`config.mk`:
```
export PLATFORM = sky130hd
export DESIGN_NAME = pwm2t_top
export DESIGN_NICKNAME = d
export VERILOG_FILES = /design/src/rtl/pwm2t_pkg.sv /design/src/rtl/pwm2t_period_tmr.sv /design/src/rtl/pwm2t_oneshot.sv /design/src/rtl/pwm2t_top.sv
export SDC_FILE = /design/constraint.sdc
export NUM_CORES = 1
export LEC_CHECK = 0
export BUFFER_PORTS_ARGS = -buffer_cell sky130_fd_sc_hd__buf_2
export CAP_MARGIN = 10
export CORE_MARGIN = 2
export CORE_UTILIZATION = 45
export CTS_CLUSTER_SIZE = 28
export DETAILED_ROUTE_END_ITERATION = 8
export PLACE_DENSITY_LB_ADDON = 0.15
export REMOVE_ABC_BUFFERS = 1
export SYNTH_ARGS = -nofsm -noshare
export SYNTH_HDL_FRONTEND = slang
export SYNTH_HIERARCHICAL = 1
export SYNTH_SLANG_ARGS = --single-unit
```
`constraint.sdc`:
```
create_clock -name clk_i -period 3.8 [get_ports clk_i]
set_input_delay 0.19 -clock clk_i [delete_from_list [all_inputs] [get_ports clk_i]]
set_output_delay 0.19 -clock clk_i [all_outputs]
set_load 0.02 [all_outputs]
```
`src/rtl/pwm2t_pkg.sv`:
```
package pwm2t_pkg;

    localparam int CNT_W = 16;

    typedef logic [CNT_W-1:0] cnt_t;

    // Period timer registers: running count and the period latched at the trigger
    typedef struct packed {
        cnt_t count;
        cnt_t span;
    } ptmr_state_t;

    // Count value that follows the trigger cycle for a freshly sampled period
    function automatic cnt_t first_step(input cnt_t span);
        return (span > cnt_t'(1)) ? cnt_t'(1) : cnt_t'(0);
    endfunction

    // Advance the count, wrapping to zero at the end of the period
    function automatic cnt_t wrap_step(input cnt_t count, input cnt_t span);
        logic [CNT_W:0] nxt;
        nxt = {1'b0, count} + 1'b1;
        return (nxt >= {1'b0, span}) ? cnt_t'(0) : nxt[CNT_W-1:0];
    endfunction

    // Remaining high cycles after the trigger cycle has been spent
    function automatic cnt_t load_remaining(input cnt_t width);
        return (width == cnt_t'(0)) ? cnt_t'(0) : width - cnt_t'(1);
    endfunction

endpackage

```
`src/rtl/pwm2t_period_tmr.sv`:
```
module pwm2t_period_tmr
    import pwm2t_pkg::*;
(
    input  logic clk_i,
    input  logic rst_i,
    input  logic en_i,
    input  cnt_t period_i,
    output logic trig_o
);

    ptmr_state_t st_q, st_d;

    assign trig_o = en_i && (st_q.count == cnt_t'(0));

    always_comb begin
        st_d = st_q;
        if (!en_i) begin
            st_d.count = '0;
        end else if (trig_o) begin
            st_d.span  = period_i;
            st_d.count = first_step(period_i);
        end else begin
            st_d.count = wrap_step(st_q.count, st_q.span);
        end
    end

    always_ff @(posedge clk_i) begin
        if (rst_i) begin
            st_q <= '0;
        end else begin
            st_q <= st_d;
        end
    end

    // Between triggers the count stays below the latched period
    assert_count_bound_R1: assert property (@(posedge clk_i) disable iff (rst_i)
        (en_i && !trig_o) |-> (st_q.count < st_q.span));

    // A trigger with a period above one is never followed by another trigger
    assert_trig_spacing_R1: assert property (@(posedge clk_i) disable iff (rst_i)
        (trig_o && period_i > cnt_t'(1)) |=> !trig_o);

    // Disabled timer sits at cycle 0 and fires on the next enabled cycle
    assert_restart_R2: assert property (@(posedge clk_i) disable iff (rst_i)
        (!en_i ##1 en_i) |-> trig_o);

endmodule

```
`src/rtl/pwm2t_oneshot.sv`:
```
module pwm2t_oneshot
    import pwm2t_pkg::*;
(
    input  logic clk_i,
    input  logic rst_i,
    input  logic en_i,
    input  logic fire_i,
    input  cnt_t width_i,
    output logic pulse_o
);

    cnt_t remain_q, remain_d;

    assign pulse_o = en_i && (fire_i ? (width_i != cnt_t'(0)) : (remain_q != cnt_t'(0)));

    always_comb begin
        remain_d = remain_q;
        if (!en_i) begin
            remain_d = '0;
        end else if (fire_i) begin
            remain_d = load_remaining(width_i);
        end else if (remain_q != cnt_t'(0)) begin
            remain_d = remain_q - cnt_t'(1);
        end
    end

    always_ff @(posedge clk_i) begin
        if (rst_i) begin
            remain_q <= '0;
        end else begin
            remain_q <= remain_d;
        end
    end

    assert_zero_width_R4: assert property (@(posedge clk_i) disable iff (rst_i)
        (fire_i && width_i == cnt_t'(0)) |-> !pulse_o);

    assert_hold_high_R3: assert property (@(posedge clk_i) disable iff (rst_i || !en_i)
        (pulse_o && !fire_i && remain_q > cnt_t'(1)) |=> pulse_o);

endmodule

```
`src/rtl/pwm2t_top.sv`:
```
module pwm2t_top
    import pwm2t_pkg::*;
(
    input  logic             clk_i,
    input  logic             rst_i,
    input  logic             en_i,
    input  logic [CNT_W-1:0] period_i,
    input  logic [CNT_W-1:0] width_i,
    output logic             pwm_o,
    output logic             trig_o
);

    logic tick;

    pwm2t_period_tmr u_period (
        .clk_i    (clk_i),
        .rst_i    (rst_i),
        .en_i     (en_i),
        .period_i (period_i),
        .trig_o   (tick)
    );

    pwm2t_oneshot u_oneshot (
        .clk_i   (clk_i),
        .rst_i   (rst_i),
        .en_i    (en_i),
        .fire_i  (tick),
        .width_i (width_i),
        .pulse_o (pwm_o)
    );

    assign trig_o = tick;

    assert_off_low_R7: assert property (@(posedge clk_i) disable iff (rst_i)
        !en_i |-> (!pwm_o && !trig_o));

    // A high time not shorter than the period leaves no gap at the boundary
    assert_full_width_R5: assert property (@(posedge clk_i) disable iff (rst_i || !en_i)
        (trig_o && width_i >= period_i && width_i != '0) |-> pwm_o);

endmodule

```
==> results of run 1 <==
## power breakdown
group	switching [uW]	leakage [uW]	internal, uW	total, uW
Sequential	39.8	0.000392	543	583
Clock	167	0.0000410	126	293
Combinational	248	0.000885	195	442
Total	455	0.00132	863	1320
## cell type report
cell class              instances  area [sq um]
inverters                      24          90.1
clock buffers                   6          72.6
well taps                      96           120
clock inverters                 1          5.00
multi-input cells             272          2000
flip-flops and latches         48           961
fillers                       678          3340
repair buffers                 39           203
## cell families (layout without fill, tap and decap cells)
logic type | count (synthesis) | in the layout | share of synthesized area, %
xor+xnor | 39 | 39 | 10.8
flops | 48 | 48 | 30.5
simple gates | 160 | 160 | 32.2
compound gates | 51 | 51 | 11.7
fa+ha+maj | 21 | 21 | 8.33
buf+inv | 34 | 70 | 6.15
mux | 1 | 1 | 0.317
## placed cells by master (no fill, tap or decap), types with 7 or more instances in the layout
master,synthesis,final
buf_2,0,36
o32ai_1,7,7
a21oi_1,22,22
xor2_1,17,17
ha_1,21,21
nor2_1,22,22
nor3_1,7,7
nand2_1,53,53
inv_1,23,23
nand3_1,11,11
nor3b_2,13,13
xnor2_1,22,22
nand4_1,9,9
dfxtp_1,48,48
## routing by layer
metal  GRT usage (%)  share of wire [%]
met1            28.1                 53
met2            28.9                 41
met3            3.02                4.6
met4            5.03               0.92
met5               0                  0
## per-stage QoR
stage / hold WS [ns] / instance area [sq um]
2_1_floorplan: 0.259 / 3050
3_3_place_gp: 0.444 / 3370
3_5_place_dp: 0.448 / 3370
4_1_cts: 0.123 / 3450
5_1_grt: 0.124 / 3450
6_report: 0.130 / 3450
## synthesized netlist by cell type, types with 2 or more instances
master / n / area [sq um]
o32ai_1: 7 / 61.3
nor3b_2: 13 / 163
a21o_1: 2 / 15.0
nor4_4: 2 / 42.5
o22a_1: 6 / 52.6
inv_1: 23 / 86.3
nor3_1: 7 / 35.0
o21ai_0: 2 / 10.0
xor2_1: 17 / 149
nor4_2: 4 / 50.1
o221ai_1: 2 / 17.5
o31ai_1: 2 / 15.0
nor2_1: 22 / 82.6
or4_4: 3 / 33.8
nor3_2: 2 / 20.0
buf_6: 4 / 45.0
a21oi_1: 22 / 110
xnor2_1: 22 / 193
nand3b_1: 3 / 22.5
o211a_1: 2 / 20.0
nand2_1: 53 / 199
nand4_1: 9 / 56.3
dfxtp_1: 48 / 961
nor4b_2: 2 / 30.0
nor3b_1: 6 / 45.0
clkbuf_1: 2 / 7.51
nor2b_1: 4 / 25.0
clkbuf_8: 2 / 27.5
a211oi_1: 2 / 15.0
ha_1: 21 / 263
and3_1: 3 / 18.8
nor4_1: 6 / 37.5
nand3_1: 11 / 55.1
## flip-flops by register name (all words and copies together), names as in the netlist
signal	count
u_period/st_q	32
u_oneshot/remain_q	16
## critical path: stages (launching register included)
cell	delay, ns
dfxtp_1	0.45
ha_1	0.27
and3_1	0.25
and3_1	0.19
xor2_1	0.20
ha_1	0.27
nand4_1	0.12
nor3_1	0.08
o41a_1	0.54
buf_4	0.25
o32ai_1	0.25
## final timing paths
kind / start / end
max: u_period/st_q[16] / u_period/st_q[16]
min: period_i[0] / u_period/st_q[0]
max reg2reg: u_period/st_q[16] / u_period/st_q[16]
min reg2reg: u_period/st_q[9] / u_period/st_q[9]
==> impl_metrics.csv, run 1 <==
group,metric,value,unit
timing,skew,0.0118,ns
yosys,avgSynthCellArea,8.91,sq um
critical_path,crit_fanout,9,
critical_path,path_class,"register to register",
floorplanning,rows,30,
timing,worstMarginPinSlew,0.523,ns
drt,wl_per_cell,14.3,um
timing,hold_viol,0,
cts,clockBufferDepth,2,
global_routing,overflow,0,
critical_path,rr_worst_depth,10,
cts,cts_setup_buffers,0,
placement,place_ws,0.889,ns
timing,setup_viol_count_final,0,
finish,antenna_cells,0,
power,finalPower,1320,uW
drt,drt-pass1-iter-count,4,
global_routing,grt_pass1_vias,2371,
yosys,yosysSeqAreaShare,30.5,%
cts,cts_tree,"built",
min_path,hold_depth,3,
drt,viasPerCell,5.32,
outcome,status,"finished clean",
floorplanning,ios,37,
finish,drive_above_1_share,20.8,%
cts,path_clk_slew,0.09,ns
timing,finalWorstSetupSlack,0.852,ns
critical_path,ff2ff_setup_slack,0.85,ns
power,ir_drop,0.141,mV
global_routing,antenna_found_initial,0,
timing,rsz0062_at_grt,"false",
floorplanning,start_util,46.4,%
critical_path,worstPathArrival,3.16,ns
timing,fin_crit_sh,77.6,%
yosys,netlist_instances,354,
finish,utilization,50.8,%
flow_run,cap_violations,0,
yosys,synth-edff-count,0,
floorplanning,dieArea,7700,sq um
yosys,synth_area,3160,sq um
finish,layoutNonFillerInstCount,486,
yosys,yosysUniqueCellTypes,51,
critical_path,end_kind,"register",
placement,placed_cells,479,
placement,hpwl,5300,um
yosys,ys_seq_elements,48,
global_routing,grt_use_total,19.1,%
yosys,async_reset_ff_share,0,%
floorplanning,die_height,87.7,um
cts,htreeDepth,2,
timing,min_period,2.95,ns
cts,insertion_delay,0.30,ns
min_path,min_path_type,"primary input to register",
timing,slew_headroom,65.2,%
critical_path,critPathRequiredTime,4.01,ns
critical_path,startpoint_type,"register",
timing,final-max-slew-violation-count,0,
cts,cts_hold_buffers,0,
cts,cts_inserted_buffers,5,
drt,route.detailed.drc,0,
drt,ant_nets,0,
power,pwr_density_cell,382,nW/um^2
finish,syn2layout_area_growth,9.40,%
global_routing,grt_max_degree,24,
drt,routed_wl,6930,um
finish,num-nets-final,446,
timing,finalSetupTns,0,ns
placement,gp_congestion,0.841,
cts,cts.repair.resized,0,
placement,portBuffers,36,
cts,cts_root_buffer,"clkbuf_8",
yosys,ys.flop_type,"dfxtp_1",
floorplanning,core_area,6790,sq um
power,leakage,0.00132,uW
drt,drt_iter0_drc,113,
drt,vias,2587,
timing,max_freq,339,MHz
global_routing,grt_pass1_wl,11500,um
floorplanning,die_w,87.7,um
cts,cts_sinks,48,
yosys,yosys_warnings,6,
(Power assumes the default switching activity.)
==> run 2: changes to the inputs <==
clock period = 2.5 ns   (was 3.8 ns; I/O delays follow)
==> run 2 against run 1 <==
Against the previous run:
- maximum frequency is 20% higher
- largest power group unchanged
- largest cell class unchanged
- critical path depth unchanged
- critical path type unchanged
- routed wire length grew 2.6%
- highest routed layer unchanged
- critical endpoint is now u_period/st_q[25]
==> impl_metrics.csv, run 2 (synthesis gave the netlist of run 1 again) <==
group,metric,value,unit
critical_path,crit_fanout,15,
timing,max_freq,408,MHz
global_routing,overflow,0,
finish,antenna_cells,0,
min_path,min_path_type,"primary input to register",
min_path,worstHoldStart,"period_i[0]",
finish,final_cell_mix,"nand2_1 (53), dfxtp_1 (39), buf_2 (36), inv_1 (23), a21oi_1 (22)",
finish,final_common_cell,"nand2_1",
timing,rsz0062_at_grt,"true",
critical_path,r2r-end,"u_period/st_q[25]",
global_routing,top_usage_layer,"met1",
cts,htreeDepth,2,
global_routing,grt_max_degree,21,
global_routing,grt_use_total,19.7,%
placement,dpl_cell_area,3500,sq um
placement,placed_cells,493,
power,leakage,0.00145,uW
min_path,hold_depth,3,
timing,slew_headroom,64.0,%
drt,ant_nets,0,
placement,gp_congestion,0.821,
timing,skew,0.0135,ns
cts,cts_root_buffer,"clkbuf_8",
cts,cts_inserted_buffers,5,
finish,reg.largest.list,"u_period/st_q (32), u_oneshot/remain_q (16)",
finish,drive_above_1_share,29.9,%
timing,final-max-slew-violation-count,0,
timing,fin_crit_sh,98.1,%
finish,fin_area,3730,sq um
cts,cts_hold_buffers,0,
critical_path,rr_worst_depth,10,
drt,route.detailed.drc,0,
floorplanning,start_util,46.4,%
global_routing,grt_pass1_wl,11800,um
critical_path,critPathRequiredTime,2.72,ns
timing,worstMarginPinSlew,0.541,ns
timing,finalSetupTns,0,ns
placement,hpwl,5480,um
timing,min_period,2.45,ns
cts,clockBufferDepth,2,
global_routing,grt_pass1_vias,2449,
finish,largest_reg_flops,32,
floorplanning,die_height,87.7,um
drt,routed_wl,7120,um
placement,place_ws,-0.0803,ns
critical_path,rr_startpoint,"u_period/st_q[16]",
global_routing,antenna_found_initial,0,
drt,vias,2611,
floorplanning,dieArea,7700,sq um
drt,drt-pass1-iter-count,5,
critical_path,path_class,"register to register",
placement,portBuffers,36,
critical_path,end_kind,"register",
floorplanning,rows,30,
floorplanning,die_w,87.7,um
critical_path,worstPathArrival,2.67,ns
power,pwr_density_cell,560,nW/um^2
timing,hold_viol,0,
drt,drt_iter0_drc,93,
drt,wl_per_cell,14.1,um
critical_path,ff2ff_setup_slack,0.05,ns
critical_path,startpoint_type,"register",
cts,cts_sinks,48,
finish,num-nets-final,463,
power,ir_drop,0.266,mV
timing,finalWorstSetupSlack,0.0466,ns
floorplanning,core_area,6790,sq um
drt,viasPerCell,5.18,
cts,path_clk_slew,0.10,ns
cts,insertion_delay,0.31,ns
min_path,holdPathEnd,"u_period/st_q[0]",
global_routing,use_met1,29.5,%
cts,cts_tree,"built",
finish,top_register,"u_period/st_q",
global_routing,grt_util_met3,3.20,%
finish,layoutNonFillerInstCount,504,
timing,setup_viol_count_final,0,
outcome,status,"finished clean",
finish,syn2layout_area_growth,18.2,%
floorplanning,ios,37,
global_routing,grtUsageMet2,28.9,%
flow_run,cap_violations,0,
[run 2: cell types whose count changed in the layout (fill, tap and decap cells not counted), moves of 2 or more]
cell     delta
buf_4      +15
dfxtp_1     -9
dfxtp_2     +7
xnor2_1     -4
xnor2_2     +4
and3_1      -3
and3_4      +3
buf_12      +2
dfxtp_4     +2
nor3b_1     -2
nor3b_2     +2
[run 2: worst max-delay path: stages (launching register included)]
cell and delay (ns):
dfxtp_4 0.39, ha_4 0.17, and3_4 0.21, and3_4 0.20, xor2_2 0.15, ha_1 0.26, nand4_1 0.12, a21oi_1 0.06
o41a_1 0.46, buf_12 0.18, nor3b_1 0.17
[run 2: metal layers]
layer | wire length (um) | vias to the layer above
met4 | 111 | 0
met1 | 3800 | 1188
met3 | 277 | 9
met5 | 0 | -
li1 | - | 1361
met2 | 2930 | 53
[run 2: timing repair]
item                       4_1_cts  5_1_grt
setup buffers                    0        3
gates resized for setup          6       23
setup endpoints to repair       17       17
pin swaps                        0        6
cloned                           0        0
[run 2: final cells by class]
cell class	instances	area, sq um
tap	96	120
clock inverter	1	7.51
clock buffer	7	86.3
inverter	24	95.1
fill	642	3060
multi-input combinational	272	2090
sequential	48	977
timing repair buffer	56	355
[run 2: how the worst max path moves through the flow]
stage | start | endpoint | slack (ns) | cells after the start
after global routing | u_period/st_q[16] | u_period/st_q[17] | -0.06 | 10
final | u_period/st_q[16] | u_period/st_q[25] | 0.05 | 10
after CTS | u_period/st_q[17] | u_period/st_q[25] | 0.003 | 12
after floorplan | u_period/st_q[16] | u_oneshot/remain_q[10] | -0.08 | 9
after detailed placement | u_period/st_q[16] | u_period/st_q[23] | -0.08 | 10
after global placement | u_period/st_q[16] | u_period/st_q[24] | 0.04 | 10
[run 2: per-stage QoR]
stage / hold slack [ns] / util, % / total power (uW)
after floorplan: 0.194 / - / 1390
final: 0.0424 / 54.9 / 2090
after detailed placement: 0.375 / 51.6 / 1590
after global placement: 0.370 / 51.6 / 1580
after CTS: 0.0362 / 53.4 / 2090
after global routing: 0.0504 / 54.9 / 2220
[run 2: where the power goes]
group | internal, uW | leakage [uW] | switching, uW | total [uW]
combinational | 326 | 0.00101 | 378 | 704
sequential | 825 | 0.000397 | 62.2 | 887
clock | 225 | 0.0000445 | 271 | 497
total | 1380 | 0.00145 | 712 | 2090
==> run 3: changes to the inputs <==
ABC_AREA = 1   (was unset)
==> run 3 against run 2 <==
Against the previous run:
- combinational power increased by 8.4%
- clock skew down 0.0089 ns
- clock power fell by 0.8%
- non-clock buffer count grew 15
- routed wire length is 25% higher
- worst setup slack got worse by 0.016 ns
- power increased by 1.4%
- critical path depth up 6
- critical path type unchanged
- sequential share of layout area fell by 4.2 points
- clock-buffer cell count rose by 1
- first-iteration DRC count grew 9.7%
- global-route usage grew 1.1 points
==> impl_metrics.csv, run 3 <==
group,metric,value,unit
cts,insertion_delay,0.31,ns
yosys,async_reset_ff_share,0,%
finish,syn2layout_area_growth,28.8,%
drt,route.detailed.drc,0,
finish,reg.largest.list,"u_period/st_q (32), u_oneshot/remain_q (16)",
finish,utilization,60.5,%
outcome,status,"finished clean",
cts,cts_inserted_buffers,5,
finish,drive_above_1_share,28.4,%
yosys,synth-edff-count,0,
finish,final_cell_mix,"nand2_1 (96), nor2_1 (89), inv_1 (73), dfxtp_1 (44), buf_2 (36)",
cts,clockBufferDepth,2,
flow_run,cap_violations,0,
timing,min_period,2.47,ns
power,p_int,1330,uW
power,comb_power_share,36.1,%
drt,routed_wl,8900,um
cts,cts_root_buffer,"clkbuf_8",
yosys,yosysUniqueCellTypes,32,
critical_path,path_class,"register to register",
finish,num-nets-final,654,
placement,hpwl,6590,um
critical_path,end_kind,"register",
yosys,yosysMostFrequentCell,"nand2_1",
floorplanning,dieArea,8320,sq um
drt,wl_per_cell,12.7,um
critical_path,ff2ff_setup_slack,0.03,ns
min_path,min_path_type,"primary input to register",
placement,portBuffers,36,
floorplanning,die_height,91.2,um
timing,slew_headroom,73.3,%
drt,viasPerCell,4.97,
timing,timing.hold.ws,0.0519,ns
yosys,avgSynthCellArea,6.46,sq um
critical_path,startpoint_type,"register",
yosys,synth_area,3420,sq um
finish,final_common_cell,"nand2_1",
drt,drt_iter0_drc,102,
power,p_sw,784,uW
power,ir_drop,0.219,mV
yosys,synth.top_cells.by_area,"dfxtp_1 (28%), nand2_1 (12%), nor2_1 (11%), inv_1 (8.5%), ha_1 (7.7%)",
global_routing,antenna_found_initial,0,
yosys,netlist.area_leader.share,28.1,%
global_routing,grt_pass1_vias,3270,
floorplanning,rows,31,
floorplanning,core_area,7290,sq um
floorplanning,start_util,47.0,%
min_path,worstHoldStart,"period_i[0]",
timing,max_freq,405,MHz
drt,ant_nets,0,
timing,worstMarginPinSlew,0.396,ns
critical_path,cp-startpoint,"u_period/st_q[18]",
cts,path_clk_slew,0.09,ns
finish,n_fill_cell,711,
floorplanning,ios,37,
yosys,yosysSeqAreaShare,28.1,%
finish,largest_reg_flops,32,
cts,htreeDepth,2,
cts,cts_sinks,48,
critical_path,critPathRequiredTime,2.71,ns
yosys,ys_seq_elements,48,
global_routing,grt_pass1_wl,14100,um
yosys,synth_common_cells,"nand2_1 (111), nor2_1 (100), inv_1 (78)",
drt,drt-pass1-iter-count,4,
yosys,synth_area_leader_cell,"dfxtp_1",
timing,hold_viol,0,
floorplanning,die_w,91.2,um
critical_path,rr_startpoint,"u_period/st_q[18]",
global_routing,overflow,0,
timing,skew,0.00458,ns
power,pwr_density_cell,480,nW/um^2
global_routing,grt_max_degree,32,
timing,fin_crit_sh,98.8,%
timing,final-max-slew-violation-count,0,
yosys,netlist_instances,530,
finish,antenna_cells,0,
drt,vias,3466,
power,p_sw_share,37.0,%
yosys,ys.flop_type,"dfxtp_1",
critical_path,worstPathArrival,2.68,ns
cts,cts_tree,"built",
power,leakage,0.00207,uW
placement,dpl_cell_area,3900,sq um
finish,fin_area,4410,sq um
global_routing,grt_use_total,20.9,%
critical_path,crit_fanout,7,
placement,gp_congestion,0.961,
timing,setup_viol_count_final,0,
yosys,yosys_warnings,6,
power,seqPwrFrac,40.6,%
cts,cts_hold_buffers,0,
timing,rsz0062_at_grt,"true",
power,p_clk_share,23.3,%
finish,top_register,"u_period/st_q",
## run 3: cell count changes after synthesis, sizes merged, moves of 10 or more
cell,change
nand2,+65
inv,+56
xnor2,-16
o21ai,+10
nor3b,-19
a211oi,+13
nand3,+21
nor2,+100
## run 3: worst max-delay path, stage by stage (launching register included)
cell       delay [ns]
dfxtp_2          0.36
inv_2            0.06
nor3_4           0.22
nand2_2          0.12
buf_6            0.14
nor2_4           0.09
nand2_2          0.07
xor2_2           0.21
inv_1            0.10
ha_4             0.30
nand3_4          0.08
nor3_4           0.10
o21a_1           0.14
nand2_2          0.07
nand4_4          0.10
clkbuf_16        0.19
nor2_2           0.03
## run 3: worst paths after layout
path | end | cells after the start
worst min-delay path | u_period/st_q[0] | 3
worst max register to register | u_period/st_q[17] | 16
worst min register to register | u_period/st_q[6] | 2
worst max-delay path | u_period/st_q[17] | 16
## run 3: stage by stage
stage           TNS, ns  std cells  total power (uW)  setup WS (ns)
5_1_grt           -1.70        698              2260         -0.135
6_report              0        698              2120         0.0306
2_1_floorplan    -0.110        520              1390        -0.0217
3_3_place_gp     -0.283        685              1560        -0.0349
4_1_cts        -0.00135        696              2090       -0.00135
3_5_place_dp      -1.23        685              1580         -0.103
## run 3: cells by family after synthesis
kind of cell               Yosys count  synth area share, %
buffers and inverters               90                 10.6
xor gates and xnor gates            18                 4.60
adders and majority gates           21                 7.67
and+or+nand+nor                    297                 39.0
AOI/OAI and AO/OA                   56                 10.1
DFF                                 48                 28.1
## run 3: final cells by class
type / count / area, sq um / area share, %
Sequential cell: 48 / 968 / 22.0
Tap cell: 99 / 124 / 2.81
Multi-Input combinational cell: 392 / 2440 / 55.3
Timing Repair Buffer: 71 / 484 / 11.0
Inverter: 80 / 305 / 6.92
Clock buffer: 8 / 90.1 / 2.04
## run 3: power groups by stage
stage | combinational [uW] | clock [uW] | sequential [uW]
global placement | 690 | 0 | 874
CTS | 721 | 510 | 858
detailed placement | 707 | 0 | 875
floorplan | 518 | 0 | 867
finish | 763 | 493 | 859
global route | 863 | 535 | 865
## run 3: routing by layer
metal / share of wire [%] / GRT usage, %
met5: 0 / 0
met4: 2.1 / 6.82
met3: 3.2 / 2.90
met2: 55 / 40.8
met1: 40 / 22.8
## run 3: repair_timing
| action | 4_1_cts | 5_1_grt |
|---|---|---|
| setup buffers | 2 | 2 |
| cloned | 1 | 0 |
| setup endpoints to repair | 16 | 17 |
| pin swaps | 5 | 17 |
| gates resized for setup | 16 | 67 |
